--- config.mk ---
export PLATFORM = sky130hd
export DESIGN_NAME = spec_adder
export DESIGN_NICKNAME = d
export VERILOG_FILES = /design/src/rtl/spadd_pkg.sv /design/src/rtl/spadd_mode_detect.sv /design/src/rtl/spadd_spec_sum.sv /design/src/rtl/spadd_ext_engine.sv /design/src/rtl/spec_adder.sv
export SDC_FILE = /design/constraint.sdc
export NUM_CORES = 1
export LEC_CHECK = 0
export BUFFER_PORTS_ARGS = -buffer_cell sky130_fd_sc_hd__buf_4
export CORE_UTILIZATION = 55
export DETAILED_ROUTE_END_ITERATION = 6
export GPL_TIMING_DRIVEN = 0
export PLACE_DENSITY_LB_ADDON = 0.08
export REMOVE_ABC_BUFFERS = 1
export SLEW_MARGIN = 20
export SYNTH_ARGS = -nofsm -noshare
export SYNTH_HDL_FRONTEND = slang
export SYNTH_HIERARCHICAL = 1
export SYNTH_SLANG_ARGS = --single-unit
--- constraint.sdc ---
create_clock -name clk -period 3.7 [get_ports clk]
set_input_delay 0.555 -clock clk [delete_from_list [all_inputs] [get_ports clk]]
set_output_delay 0.555 -clock clk [all_outputs]
set_load 0.03 [all_outputs]
--- src/rtl/spadd_pkg.sv ---
package spadd_pkg;

    typedef enum logic {
        MODE_FAST = 1'b0,
        MODE_EXT  = 1'b1
    } add_mode_e;

    // number of carry groups for a given width and group size
    function automatic int unsigned group_count(int unsigned width, int unsigned gsz);
        return width / gsz;
    endfunction

endpackage

--- src/rtl/spadd_mode_detect.sv ---
// Decides, one stage ahead of the add, whether the two-group carry window
// is enough. Only the lower N-K bits matter: the top group may propagate freely.
module spadd_mode_detect
    import spadd_pkg::*;
#(
    parameter int unsigned N = 32,
    parameter int unsigned K = 8
) (
    input  logic [N-K-1:0] op_a,
    input  logic [N-K-1:0] op_b,
    output add_mode_e      mode
);
    localparam int unsigned G = group_count(N, K);

    logic [G-2:0] gen;
    logic [G-1:0] hit;

    // group generate with zero carry-in: the K-bit sum wraps
    for (genvar g = 0; g < G - 1; g++) begin : g_gen
        logic [K-1:0] sa;
        logic [K-1:0] sb;
        assign sa     = op_a[g*K +: K];
        assign sb     = op_b[g*K +: K];
        assign gen[g] = (sa + sb) < sa;
    end

    // a fully propagating middle group fed by a generating group below it
    for (genvar m = 0; m < G; m++) begin : g_hit
        if (m >= 1 && m <= G - 2) begin : g_mid
            assign hit[m] = (&(op_a[m*K +: K] ^ op_b[m*K +: K])) & gen[m-1];
        end else begin : g_edge
            assign hit[m] = 1'b0;
        end
    end

    assign mode = (|hit) ? MODE_EXT : MODE_FAST;

endmodule

--- src/rtl/spadd_spec_sum.sv ---
// One-cycle speculative sum: each group's carry-in is the lower group's
// carry-out computed as if that group had no carry-in.
module spadd_spec_sum #(
    parameter int unsigned N = 32,
    parameter int unsigned K = 8
) (
    input  logic [N-1:0] a,
    input  logic [N-1:0] b,
    output logic [N-1:0] sum,
    output logic         cout
);
    localparam int unsigned G = spadd_pkg::group_count(N, K);

    logic [G-2:0] gen;

    for (genvar g = 0; g < G; g++) begin : g_grp
        logic [K-1:0] sa;
        logic [K-1:0] sb;
        assign sa = a[g*K +: K];
        assign sb = b[g*K +: K];

        if (g < G - 1) begin : g_lowgen
            assign gen[g] = (sa + sb) < sa;
        end

        if (g == 0) begin : g_bottom
            assign sum[K-1:0] = sa + sb;
        end else if (g == G - 1) begin : g_top
            assign {cout, sum[g*K +: K]} = {1'b0, sa} + {1'b0, sb} + {{K{1'b0}}, gen[g-1]};
        end else begin : g_mid
            assign sum[g*K +: K] = sa + sb + {{(K-1){1'b0}}, gen[g-1]};
        end
    end

endmodule

--- src/rtl/spadd_ext_engine.sv ---
// Exact multi-cycle path: resolves one group per clock, bit 0 upward.
// Group 0 is resolved on the start edge from the start operands.
module spadd_ext_engine #(
    parameter int unsigned N = 32,
    parameter int unsigned K = 8
) (
    input  logic         clk,
    input  logic         rst,
    input  logic         start,
    input  logic [N-1:0] st_a,
    input  logic [N-1:0] st_b,
    output logic         busy,
    output logic         fin,
    output logic [N-1:0] fin_sum,
    output logic         fin_cout
);
    localparam int unsigned G  = spadd_pkg::group_count(N, K);
    localparam int unsigned GW = (G > 1) ? $clog2(G) : 1;
    localparam logic [GW-1:0] LAST = GW'(G - 1);

    logic [N-1:0]  a_r, b_r, part_r;
    logic [GW-1:0] idx_r;
    logic          cy_r;

    logic [K-1:0] cur_a, cur_b, grp_s;
    logic         cur_c, grp_co;

    always_comb begin
        if (busy) begin
            cur_a = a_r[idx_r*K +: K];
            cur_b = b_r[idx_r*K +: K];
            cur_c = cy_r;
        end else begin
            cur_a = st_a[K-1:0];
            cur_b = st_b[K-1:0];
            cur_c = 1'b0;
        end
        {grp_co, grp_s} = {1'b0, cur_a} + {1'b0, cur_b} + {{K{1'b0}}, cur_c};
    end

    assign fin      = busy && (idx_r == LAST);
    assign fin_cout = grp_co;

    always_comb begin
        fin_sum          = part_r;
        fin_sum[N-1 -: K] = grp_s;
    end

    always_ff @(posedge clk) begin
        if (rst) begin
            busy   <= 1'b0;
            idx_r  <= '0;
            cy_r   <= 1'b0;
            a_r    <= '0;
            b_r    <= '0;
            part_r <= '0;
        end else if (!busy && start) begin
            a_r           <= st_a;
            b_r           <= st_b;
            part_r        <= '0;
            part_r[K-1:0] <= grp_s;
            cy_r          <= grp_co;
            idx_r         <= GW'(1);
            busy          <= 1'b1;
        end else if (busy) begin
            part_r[idx_r*K +: K] <= grp_s;
            cy_r                 <= grp_co;
            idx_r                <= idx_r + 1'b1;
            if (fin) begin
                busy <= 1'b0;
            end
        end
    end

endmodule

--- src/rtl/spec_adder.sv ---
// Two-stage adder: decide stage (operands + mode registered), then add
// stage (speculative sum in one cycle, or the ripple engine).
module spec_adder
    import spadd_pkg::*;
#(
    parameter int unsigned N = 32,
    parameter int unsigned K = 8
) (
    input  logic         clk,
    input  logic         rst,
    input  logic         in_valid,
    output logic         in_ready,
    input  logic [N-1:0] in_a,
    input  logic [N-1:0] in_b,
    output logic         out_done,
    output logic [N-1:0] out_sum,
    output logic         out_cout,
    output logic         out_slow
);
    add_mode_e    det_mode;
    logic         s1_valid;
    logic [N-1:0] s1_a, s1_b;
    add_mode_e    s1_mode;
    logic         s1_ext;
    logic         accept;

    logic [N-1:0] spec_sum;
    logic         spec_cout;

    logic         eng_busy, eng_fin, eng_cout;
    logic [N-1:0] eng_sum;

    // decide stage
    spadd_mode_detect #(.N(N), .K(K)) u_detect (
        .op_a (in_a[N-K-1:0]),
        .op_b (in_b[N-K-1:0]),
        .mode (det_mode)
    );

    assign s1_ext   = s1_valid && (s1_mode == MODE_EXT);
    assign in_ready = !eng_busy && !s1_ext;
    assign accept   = in_valid && in_ready;

    always_ff @(posedge clk) begin
        if (rst) begin
            s1_valid <= 1'b0;
            s1_a     <= '0;
            s1_b     <= '0;
            s1_mode  <= MODE_FAST;
        end else begin
            s1_valid <= accept;
            if (accept) begin
                s1_a    <= in_a;
                s1_b    <= in_b;
                s1_mode <= det_mode;
            end
        end
    end

    // add stage
    spadd_spec_sum #(.N(N), .K(K)) u_spec (
        .a    (s1_a),
        .b    (s1_b),
        .sum  (spec_sum),
        .cout (spec_cout)
    );

    spadd_ext_engine #(.N(N), .K(K)) u_ext (
        .clk      (clk),
        .rst      (rst),
        .start    (s1_ext),
        .st_a     (s1_a),
        .st_b     (s1_b),
        .busy     (eng_busy),
        .fin      (eng_fin),
        .fin_sum  (eng_sum),
        .fin_cout (eng_cout)
    );

    always_ff @(posedge clk) begin
        if (rst) begin
            out_done <= 1'b0;
            out_sum  <= '0;
            out_cout <= 1'b0;
            out_slow <= 1'b0;
        end else begin
            out_done <= 1'b0;
            if (eng_fin) begin
                out_done <= 1'b1;
                out_sum  <= eng_sum;
                out_cout <= eng_cout;
                out_slow <= 1'b1;
            end else if (s1_valid && !s1_ext) begin
                out_done <= 1'b1;
                out_sum  <= spec_sum;
                out_cout <= spec_cout;
                out_slow <= 1'b0;
            end
        end
    end

endmodule

* After elaboration in Yosys (flattened, before gate mapping)
Cells that the tools add are included.
Cells by class: add/sub/neg operators 13, multipliers 0, div/mod/pow operators 0, order comparisons 5, equal/unequal tests 1, shift-type cells 4, mux-type cells 22, bitwise gates (word level) 4, reduce and logical (&&, ||, !) cells 14
Operators by type and width (number):
- 32-bit 2-to-1 mux | 2
- 32-bit by 6-bit variable part select with 8-bit output | 2
- 8-bit adder | 5
- 8-bit < comparator | 5
- 5-bit negator with 34-bit output | 1
- 8-bit by 34-bit variable shift with 32-bit output (first input constant) | 1
- 8-bit by 34-bit variable part select with 32-bit output | 1
- 32-bit bitwise mux | 1
- 8-bit 2-to-1 mux | 4
- 8-bit by 8-bit adder with 9-bit output | 2
- 9-bit by 1-bit adder with 9-bit output | 2
- 8-bit by 1-bit adder with 8-bit output | 2
- 8-bit AND reduction | 2
- 8-bit XOR | 2
- 1-bit 2-to-1 mux | 15
- 1-bit logical AND | 6
- 2-bit nonzero test | 2
- 2-bit OR reduction | 2
- 2-bit by 1-bit adder with 2-bit output (second input constant) | 1
- 1-bit AND | 2
- 2-bit == test (second input constant) | 1
- 1-bit zero test | 2
Storage, ports and cells: bits in registers 201, bits in latches 0, bits in writable memories 0, memory bits (read-only) 0, input bits 67, word-level logic and storage cells 79, memories 0

* Longest topological paths before layout
Gate-level depths: netlist of the first run.
depth in word-level cells 8, gate-level depth with buffers 19, gate-level depth less buffers 19

* Cells and area by module
The synthesis of the first run kept the hierarchy.
By module, submodules not included:
- spec_adder | instances 1, cells each 496, area each 4783.3 µm²
- spadd_ext_engine | instances 1, cells each 483, area each 4232.8 µm²
- spadd_spec_sum | instances 1, cells each 219, area each 1783.0 µm²
- spadd_mode_detect | instances 1, cells each 136, area each 1038.5 µm²

* Worst setup path after synthesis of the first run
No wires, ideal clock.
kind register -> register, start register s1_a[16], end register out_cout, setup time 131 ps, arrival time 3847 ps, required time 3569 ps, path slack -278 ps, cell stages (with the launch flop) 20, buffers on the path 0, clock period less this slack 3978 ps, path through dfxtp_1 > ha_1 > fa_1 > a21o_1 > a21oi_1 > xnor2_1 > ha_1 > o21a_1 > o21ai_0 > a21oi_1 > a211oi_1 > fa_1 > fa_1 > a21o_1 > a21oi_1 > o21bai_1 > a21oi_1 > o21ai_0 > nor3_1 > a2111oi_2
On the way: longest elaborated chain between the ends 5
RTL lines:
- from (decl) | line spec_adder.sv:22 | logic [N-1:0] s1_a, s1_b;
- from (signal assigned) | line spec_adder.sv:53 | s1_a <= in_a;
- 8-bit adder | line spadd_spec_sum.sv:23 | assign gen[g] = (sa + sb) < sa;
- 8-bit < comparator * | line spadd_spec_sum.sv:23
- 9-bit by 1-bit adder with 9-bit output * | line spadd_spec_sum.sv:29 | assign {cout, sum[g*K +: K]} = {1'b0, sa} + {1'b0, sb} + {{K{1'b0}}, gen[g-1]};
- named net spec_cout | line spec_adder.sv:28 | logic spec_cout;
- 1-bit 2-to-1 mux * | line spec_adder.sv:93 | end else if (s1_valid && !s1_ext) begin
- 1-bit 2-to-1 mux * | line spec_adder.sv:88 | if (eng_fin) begin
- to (signal assigned) | line spec_adder.sv:91 | out_cout <= eng_cout;
- to (signal assigned) | line spec_adder.sv:96 | out_cout <= spec_cout;
- to (decl) | line spec_adder.sv:17 | output logic out_cout,
The timed path passes the listed nets; every way through them passes the cells marked *. The select of a mux whose other input is x is not followed. A chain may end at the register's enable or synchronous reset.

* Final worst setup path of the first run
start register s1_b[17], end register out_sum[30]
On the way: longest elaborated chain between the ends 5
RTL lines:
- from (decl) | line spec_adder.sv:22
- from (signal assigned) | line spec_adder.sv:54 | s1_b <= in_b;
- 8-bit adder | line spadd_spec_sum.sv:23
- 8-bit < comparator | line spadd_spec_sum.sv:23
- 9-bit by 1-bit adder with 9-bit output | line spadd_spec_sum.sv:29
- named net spec_sum[30] | line spec_adder.sv:27 | logic [N-1:0] spec_sum;
- 32-bit 2-to-1 mux | line spec_adder.sv:93
- 32-bit 2-to-1 mux | line spec_adder.sv:88
- to (signal assigned) | line spec_adder.sv:90 | out_sum <= eng_sum;
- to (signal assigned) | line spec_adder.sv:95 | out_sum <= spec_sum;
- to (decl) | line spec_adder.sv:16 | output logic [N-1:0] out_sum,
The timed path passes the listed nets, and every way through them passes these cells. The select of a mux whose other input is x is not followed.

==> flow_summary.ini, run 1 <==
[status]
status = finished, violations left
violations = setup timing

[global_routing]
antenna_found_initial = 0
grt_max_degree = 101
grt.total_usage_pct = 27.9
grt_pass1_wl_um = 48200
overflow = 0
grt_pass1_vias = 9051

[critical_path]
end_kind = register
required_ps = 4040
crit_path_start = s1_b[17]
cp_common_cell = a21oi_2
rrSetupSlack_ps = -520
max_stage_delay_ps = 400
worst_setup_path_start_kind = register
crit_fanout = 4
cp.arrival_ps = 4560
criticalPathCategory = register to register
cpMaxStageDelayCell = fa_2
timing.rr.start = s1_b[17]
path_cells = ha_4, a211oi_4, nor2_4, o211a_1, and3b_2, a211oi_4, ha_4, nand2_2, a21oi_2, a211oi_2, fa_2, fa_2, a21o_1, a21oi_2, o21bai_1, a21oi_2, xnor2_2, nor3_2, a2111oi_2
r2r-end = out_sum[30]
rr_worst_depth = 19

[die]
die_h_um = 149
dieArea_mm2 = 0.0221
initial_core_util_pct = 56.1
core_mm2 = 0.0211
io_pins = 103
die_w_um = 149
rows = 53

[yosys]
synth_top_area_share_pct = 32.6
synth_area_leaders = dfxtp_1 (33%), ha_1 (9.1%), nand4b_1 (4.9%)
yosys_most_used_dff = dfxtp_1
synth_cells = 1334
synthesis.area_mm2 = 0.0118
synth.most_common_cell = dfxtp_1
synth_top_area_cell = dfxtp_1
ys.warnings.count = 6
synthTopCellsByCount = dfxtp_1 (193), nand2_1 (152), a21oi_1 (97), ha_1 (86), inv_1 (84)
syn_avg_cell_area_um2 = 8.87
synth.distinct_cells = 72
synth_edf_count = 0
ys_async_sr_fraction_pct = 0
ys_ff_latch = 193
seq_area_frac_synth_pct = 32.6

[finish]
layout-drive-gt1-share_pct = 24.9
area_growth_pct = 18.1
final_cells = 1687
nets = 1561
diodes = 0

[power_and_ir_drop]
peakVddDrop_v = 0.000293
p_leak_nw = 5.33
totalPowerFinal_mw = 5.24
powerDensity_mw_per_mm2 = 375

[timing]
final.min_clock_period_ps = 4220
relSlewSlack_pct = 43.5
fmax_ghz = 0.237
whs_ps = 363
worst_pin_slew_ps = 846
maxSlewViolCount = 0
setup-violations-final = 11
hold_violations = 0
grt_setup_unrepaired = true
setup_ws_ps = -524
fin_crit_sh_pct = 114
fin_worst_skew_ps = 13.8

[placement]
place_congestion = 0.866
dp_cells = 1627
dp_hpwl_um = 21100
port_buffers = 102

[detailed_routing]
detail-route-antenna-nets = 0
wirelength_um = 30800
drt-initial-drc-count = 746
drcViolationCount = 0
via_per_inst = 5.89
wl_per_cell_um = 18.3
routed-via-count = 9938
drt_pass1_iterations = 5

[clock_tree]
htree_levels = 4
clock_sinks = 193
cts-root-buf = clkbuf_16
cts_buffer_depth = 2
cts_tree = built
holdBufCountCts = 0
clock_latency_ps = 440
clkTransAtPathRegs_ps = 80
cts_buffers = 17

[worst_hold_path]
hold_path_end = s1_b[31]
min_from = in_b[31]
hp-class = input port to register
worstHoldPathCells = 3

[run]
drv_cap = 0
[worst max-delay path by stage]
stage | to | cells past startpoint
2_1_floorplan | out_sum[28] | 4
3_3_place_gp | out_sum[18] | 4
3_5_place_dp | out_cout | 19
4_1_cts | out_sum[30] | 19
5_1_grt | out_sum[30] | 19
6_report | out_sum[30] | 19
[area by class of cell]
| cell class | instances | area, µm² |
|---|---|---|
| timing repair buffer | 137 | 1180 |
| inverter | 84 | 315 |
| clock buffer | 18 | 429 |
| clock inverter | 14 | 164 |
| sequential | 193 | 3920 |
| multi-input combinational | 966 | 7630 |
| fill | 1740 | 7110 |
| tap | 275 | 344 |
[stage by stage]
step	utilization [%]	cell area (µm²)	setup TNS, ps	setup WS [ps]
floorplan	-	11200	-18160	-578
global placement	58.5	12300	-111640	-1680
detailed placement	59.6	12600	-8090	-902
CTS	64.2	13500	-1520	-328
global route	66.3	14000	-4290	-703
finish	66.3	14000	-2450	-524
[where the power goes]
group | switching (mW) | internal, mW
Clock | 0.906 | 0.967
Combinational | 0.628 | 0.512
Sequential | 0.0777 | 2.15
Total | 1.61 | 3.63
[repair_timing]
| item | 4_1_cts | 5_1_grt |
|---|---|---|
| endpoints found under the hold margin | 0 | 0 |
| endpoints found under the setup margin | 21 | 25 |
| setup buffers | 16 | 12 |
| resized for setup | 69 | 67 |
| pin swaps | 34 | 41 |
[routing by layer]
| metal | share of wire, % | vias to the layer above | GRT usage, % | wire [µm] |
|---|---|---|---|---|
| met5 | 0 | - | 0 | 0 |
| met4 | 1.8 | 0 | 6.44 | 563 |
| met3 | 3.9 | 38 | 4.14 | 1190 |
| met2 | 47 | 230 | 44.3 | 14600 |
| met1 | 47 | 4784 | 39.6 | 14400 |
| li1 | - | 4886 | - | - |
[kinds of logic (layout without fill, tap and decap cells)]
family                     after synthesis  count (layout)  synth area share (%)
DFF                                    193             193                  32.6
buffers and inverters                  175             253                  7.85
xor gates and xnor gates                55              55                  4.23
and+or+nand+nor                        471             471                  21.5
AOI/OAI and AO/OA                      312             312                  18.6
muxes                                   33              33                  4.61
adders and majority gates               95              95                  10.6
[critical path: cells and delay by family, from the launching register on]
kind                     cells  cell delay (ps)
XOR/XNOR                     1              160
AND/OR/NAND/NOR              4              400
AO/OA/AOI/OAI               10             1980
flip-flops                   1              370
adder cells (fa/ha/maj)      4             1200
[registers in the layout, summed over array words and instances, names as in the netlist]
register and flops:
out_sum 32, s1_a 32, u_ext/idx_r 2, u_ext/busy 1, s1_b 32, u_ext/b_r 32, out_done 1, out_slow 1
s1_mode 1, u_ext/part_r 24, out_cout 1, s1_valid 1, u_ext/cy_r 1, u_ext/a_r 32
[layout by cell type, fill, tap and decap left out, types with 12 or more instances in the layout]
cell type	synthesis	routed
buf_4	3	129
xnor2_1	29	18
a2111oi_2	33	32
nor2_1	44	41
xor2_1	25	17
ha_1	86	73
nand3_1	14	13
nand4b_1	66	66
clkbuf_16	0	17
a21o_1	15	15
nor3_1	75	71
mux4_2	16	16
a21oi_1	97	86
o21ai_1	13	14
inv_1	84	84
dfxtp_1	193	171
mux2_2	12	12
o21ai_0	70	63
nand2_1	152	150
nand2b_1	75	73
No activity file was read; power rests on OpenSTA's default activity.
==> run 2, diff against run 1 <==
CELL_PAD_IN_SITES_DETAIL_PLACEMENT = 2   (was not set)
CELL_PAD_IN_SITES_GLOBAL_PLACEMENT = 2   (was not set)
CORE_MARGIN = 5   (was not set)
CORE_UTILIZATION = 34   (was 55)
SETUP_SLACK_MARGIN = 0.02   (was not set)
==> run 2 against run 1 <==
Effect of this change:
- the flow still finishes with violations (setup timing)
- sequential share of layout area decreased by 0.73 points
- sequential power about the same
- count of clock-buffer cells in the layout increased by 1
- clock skew increased by 3.8 ps
- via count increased by 1.5%
- clock power about the same
- largest cell class unchanged
- largest power group unchanged
==> flow_summary.ini, run 2 (synthesis gave the netlist of run 1 again) <==
[status]
status = finished, violations left
violations = setup timing

[global_routing]
overflow = 0
antenna_found_initial = 0
grt_max_degree = 142
grt_pass1_wl_um = 62100
grt.total_usage_pct = 20.2
grt_pass1_vias = 10716

[finish]
nets = 1561
final_cells = 1865
layout-drive-gt1-share_pct = 26.2
n_fill_cell = 3780
layout_commonest_cell = dfxtp_1
multi_input_area_mm2 = 0.00780
final_cell_mix = dfxtp_1 (170), nand2_1 (151), buf_4 (126), inv_1 (84), a21oi_1 (83)
area_growth_pct = 21.6
seq_area_mm2 = 0.00393
design_area_mm2 = 0.0144
diodes = 0

[timing]
fmax_ghz = 0.237
final.min_clock_period_ps = 4210
worst_pin_slew_ps = 828
fin_worst_skew_ps = 17.5
whs_ps = 370
grt_setup_unrepaired = true
maxSlewViolCount = 0
tns_ps = -2310
hold_violations = 0
relSlewSlack_pct = 44.5
setup-violations-final = 11
setup_ws_ps = -512
fin_crit_sh_pct = 114

[clock_tree]
clkTransAtPathRegs_ps = 80
cts_buffer_depth = 2
holdBufCountCts = 0
clock_latency_ps = 450
cts-root-buf = clkbuf_16
cts_tree = built
htree_levels = 4
cts_buffers = 17
clock_sinks = 193

[detailed_routing]
drcViolationCount = 0
routed-via-count = 10092
detail-route-antenna-nets = 0
wl_per_cell_um = 21.4
drt_pass1_iterations = 5
wirelength_um = 39900
drt-initial-drc-count = 379
via_per_inst = 5.41

[die]
die_w_um = 197
io_pins = 103
initial_core_util_pct = 34.4
rows = 68
core_mm2 = 0.0345
dieArea_mm2 = 0.0386
die_h_um = 197

[placement]
place_area_mm2 = 0.0128
place_congestion = 0.811
dp_hpwl_um = 28200
port_buffers = 102
dp_cells = 1810

[critical_path]
cp.arrival_ps = 4550
criticalPathCategory = register to register
required_ps = 4040
end_kind = register
crit_fanout = 4
worst_setup_path_start_kind = register

[power_and_ir_drop]
p_comb_share_pct = 22.9
totalPowerFinal_mw = 5.36
switching_share_pct = 31.0
power_frac_clock_pct = 35.5
power.switching_mw = 1.66
peakVddDrop_v = 0.000265
powerDensity_mw_per_mm2 = 372
p_int_mw = 3.70
seqPwrFrac_pct = 41.6
p_leak_nw = 5.40

[run]
drv_cap = 0

[worst_hold_path]
hp-class = input port to register
## run 2: metal layers
layer	up-vias	global-route usage, %	part of all wire (%)
li1	4879	-	-
met1	5101	28.0	48
met2	95	34.2	49
met3	17	2.53	1.8
met4	0	4.01	1.2
met5	-	0	0
## run 2: timing repair
| item | CTS | global route |
|---|---|---|
| endpoints found under the hold margin | 0 | 0 |
| endpoints found under the setup margin | 31 | 21 |
| gates resized for setup | 132 | 34 |
| pin swaps | 58 | 26 |
| setup buffers | 19 | 6 |
## run 2: cell type report
| class | count | share of cell area (%) |
|---|---|---|
| clock inverter | 11 | 0.895 |
| tap | 455 | 3.95 |
| sequential | 193 | 27.3 |
| timing repair buffer | 137 | 8.38 |
| inverter | 84 | 2.19 |
| multi-input combinational | 966 | 54.2 |
| clock buffer | 19 | 3.08 |
## run 2: worst max-delay path, stage by stage (launching register included)
cell       delay [ps]
dfxtp_4           390
ha_4              260
a211oi_4          250
nor2_4             90
o211a_1           260
and3b_1           200
a211oi_4          230
ha_4              170
nand2_1            60
a21oi_2           150
a211oi_4           70
fa_2              430
fa_2              390
a21o_1            200
a21oi_2           180
o21bai_1          110
a21oi_2           230
xnor2_2           150
nor3_2             70
a2111oi_2         210
## run 2: path summary, 6_finish.rpt
kind                      from      endpoint  slack [ps]  cells past startpoint
setup / recovery      s1_a[17]   out_sum[30]        -510                     19
hold / removal        in_a[27]      s1_a[27]         370                      3
setup reg to reg      s1_a[17]   out_sum[30]        -510                     19
hold reg to reg   u_ext/a_r[5]  u_ext/a_r[5]         460                      2
## run 2: power by group through the flow
| stage | combinational, mW | clock [mW] | sequential (mW) |
|---|---|---|---|
| after floorplan | 0.563 | 0 | 2.30 |
| after global placement | 0.987 | 0 | 2.28 |
| after detailed placement | 1.02 | 0 | 2.28 |
| after CTS | 1.17 | 1.95 | 2.23 |
| after global routing | 1.34 | 2.03 | 2.24 |
| final | 1.22 | 1.90 | 2.23 |
## run 2: through the flow
stage               utilization, %  worst slack [ps]
detailed placement            37.3             -1170
CTS                           41.0              -407
finish                        41.8              -512
floorplan                        -              -578
global route                  41.8              -665
global placement              36.4             -2060
==> run 3, diff against run 2 <==
GPL_TIMING_DRIVEN = not set   (was 0)
==> run 3 against run 2 <==
Effect of this change:
- the run still ends with setup timing left
- setup slack improved by 100 ps
- routed wire length increased by 5.0%
- count of clock-buffer cells in the layout decreased by 2
- utilization increased by 0.81 points
- sequential power about the same
- via count increased by 4.0%
- sequential cell count unchanged
- clock power about the same
- clock skew decreased by 1.5 ps
- highest routed layer unchanged
==> flow_summary.ini, run 3 (synthesis gave the netlist of run 1 again) <==
[status]
status = finished, violations left
violations = setup timing

[die]
initial_core_util_pct = 34.4
core_mm2 = 0.0345
die_w_um = 197
rows = 68
die_h_um = 197
io_pins = 103
dieArea_mm2 = 0.0386

[critical_path]
rrSetupSlack_ps = -410
worst_setup_path_start_kind = register
cpMaxStageDelayCell = fa_2
crit_family = adder cells
required_ps = 4050
criticalPathCategory = register to register
rr_worst_depth = 19
end_kind = register
cp.arrival_ps = 4460
max_stage_delay_ps = 440
path_buf_inv = 0
cp_common_cell = a21oi_2
path_cells = ha_4, fa_2, a21o_1, a21oi_2, xnor2_1, ha_1, o21a_1, o21ai_2, a21oi_2, a211oi_2, fa_2, fa_2, a21o_1, a21oi_2, o21bai_1, a21oi_2, xnor2_1, nor3_1, a2111oi_2
timing.rr.start = s1_b[16]
r2r-end = out_sum[30]
crit_fanout = 4

[power_and_ir_drop]
p_leak_nw = 5.82
peakVddDrop_v = 0.000265
powerDensity_mw_per_mm2 = 370
totalPowerFinal_mw = 5.43

[worst_hold_path]
worstHoldPathCells = 3
hold_path_end = s1_a[30]
hp-class = input port to register
min_from = in_a[30]

[clock_tree]
cts_buffer_depth = 2
cts_buffers = 17
clkTransAtPathRegs_ps = 90
cts_tree = built
cts-root-buf = clkbuf_16
clock_latency_ps = 450
htree_levels = 4
clock_sinks = 193

[detailed_routing]
routed-via-count = 10497
detail-route-antenna-nets = 0
wirelength_um = 41900
via_per_inst = 5.30
drcViolationCount = 0
drt_pass1_iterations = 7
wl_per_cell_um = 21.2
drt-initial-drc-count = 429

[timing]
setup-violations-final = 11
maxSlewViolCount = 0
fin_crit_sh_pct = 111
relSlewSlack_pct = 46.2
worst_pin_slew_ps = 807
fin_worst_skew_ps = 16.1
setup_ws_ps = -410
whs_ps = 369
tns_ps = -1530
fmax_ghz = 0.243
grt_setup_unrepaired = true
hold_violations = 0
final.min_clock_period_ps = 4110

[placement]
port_buffers = 102
place_congestion = 0.811
dp_slack_ps = -711
dp_cells = 1923
dp_hpwl_um = 30200
place_area_mm2 = 0.0135

[global_routing]
grt_max_degree = 89
grt_pass1_vias = 11488
grt.total_usage_pct = 21.7
antenna_found_initial = 0
overflow = 0
grt_pass1_wl_um = 66400

[finish]
layout-drive-gt1-share_pct = 28.0
nets = 1675
final_cell_mix = buf_4 (244), dfxtp_1 (185), nand2_1 (152), a21oi_1 (87), inv_1 (84)
final_cells = 1981
layout_commonest_cell = buf_4
n_fill_cell = 3822
area_growth_pct = 24.0
diodes = 0
final_util_pct = 42.6
design_area_mm2 = 0.0147

[run]
drv_cap = 0
## run 3: worst max-delay path by stage
| stage | from | endpoint | slack, ps | cells after the start |
|---|---|---|---|---|
| after floorplan | u_ext/idx_r[0] | out_sum[28] | -580 | 4 |
| after global placement | s1_a[16] | out_cout | -580 | 19 |
| after detailed placement | s1_a[16] | out_cout | -710 | 19 |
| after CTS | s1_b[16] | out_sum[30] | -290 | 19 |
| after global routing | s1_b[16] | out_sum[30] | -680 | 19 |
| final | s1_b[16] | out_sum[30] | -410 | 19 |
## run 3: routing by layer
metal | GRT usage (%) | up-vias | share of wire [%]
li1 | - | 5105 | -
met2 | 36.6 | 119 | 49
met3 | 2.68 | 34 | 2.6
met5 | 0 | - | 0
met1 | 29.3 | 5239 | 47
met4 | 6.11 | 0 | 2.0
## run 3: worst register-to-register path, cell delays in order, from the launching register on
cell       delay (ps)
dfxtp_2           350
ha_4              170
fa_2              440
a21o_1            190
a21oi_2           140
xnor2_1           120
ha_1              320
o21a_1            160
o21ai_2            70
a21oi_2           120
a211oi_2           60
fa_2              420
fa_2              390
a21o_1            200
a21oi_2           170
o21bai_1          100
a21oi_2           170
xnor2_1           150
nor3_1             80
a2111oi_2         200
## run 3: where the power goes
| part | leakage [nW] | switching (mW) | internal [mW] | total, mW |
|---|---|---|---|---|
| combinational | 3.96 | 0.719 | 0.617 | 1.34 |
| clock | 0.285 | 0.934 | 0.952 | 1.89 |
| sequential | 1.58 | 0.0602 | 2.15 | 2.21 |
## run 3: repair_timing
| action | CTS | global route |
|---|---|---|
| endpoints found under the setup margin | 21 | 21 |
| hold buffers | 0 | 0 |
| buffers inserted | 23 | 5 |
| gates resized for setup | 63 | 18 |
| pin swaps | 36 | 18 |
## run 3: cell type report
cell class	count	area [µm²]	share of cell area (%)
sequential	193	3880	26.4
timing repair buffer	251	1940	13.2
multi-input combinational	966	7400	50.4
tap	455	569	3.88
clock buffer	17	425	2.90
clock inverter	15	149	1.01
inverter	84	315	2.15
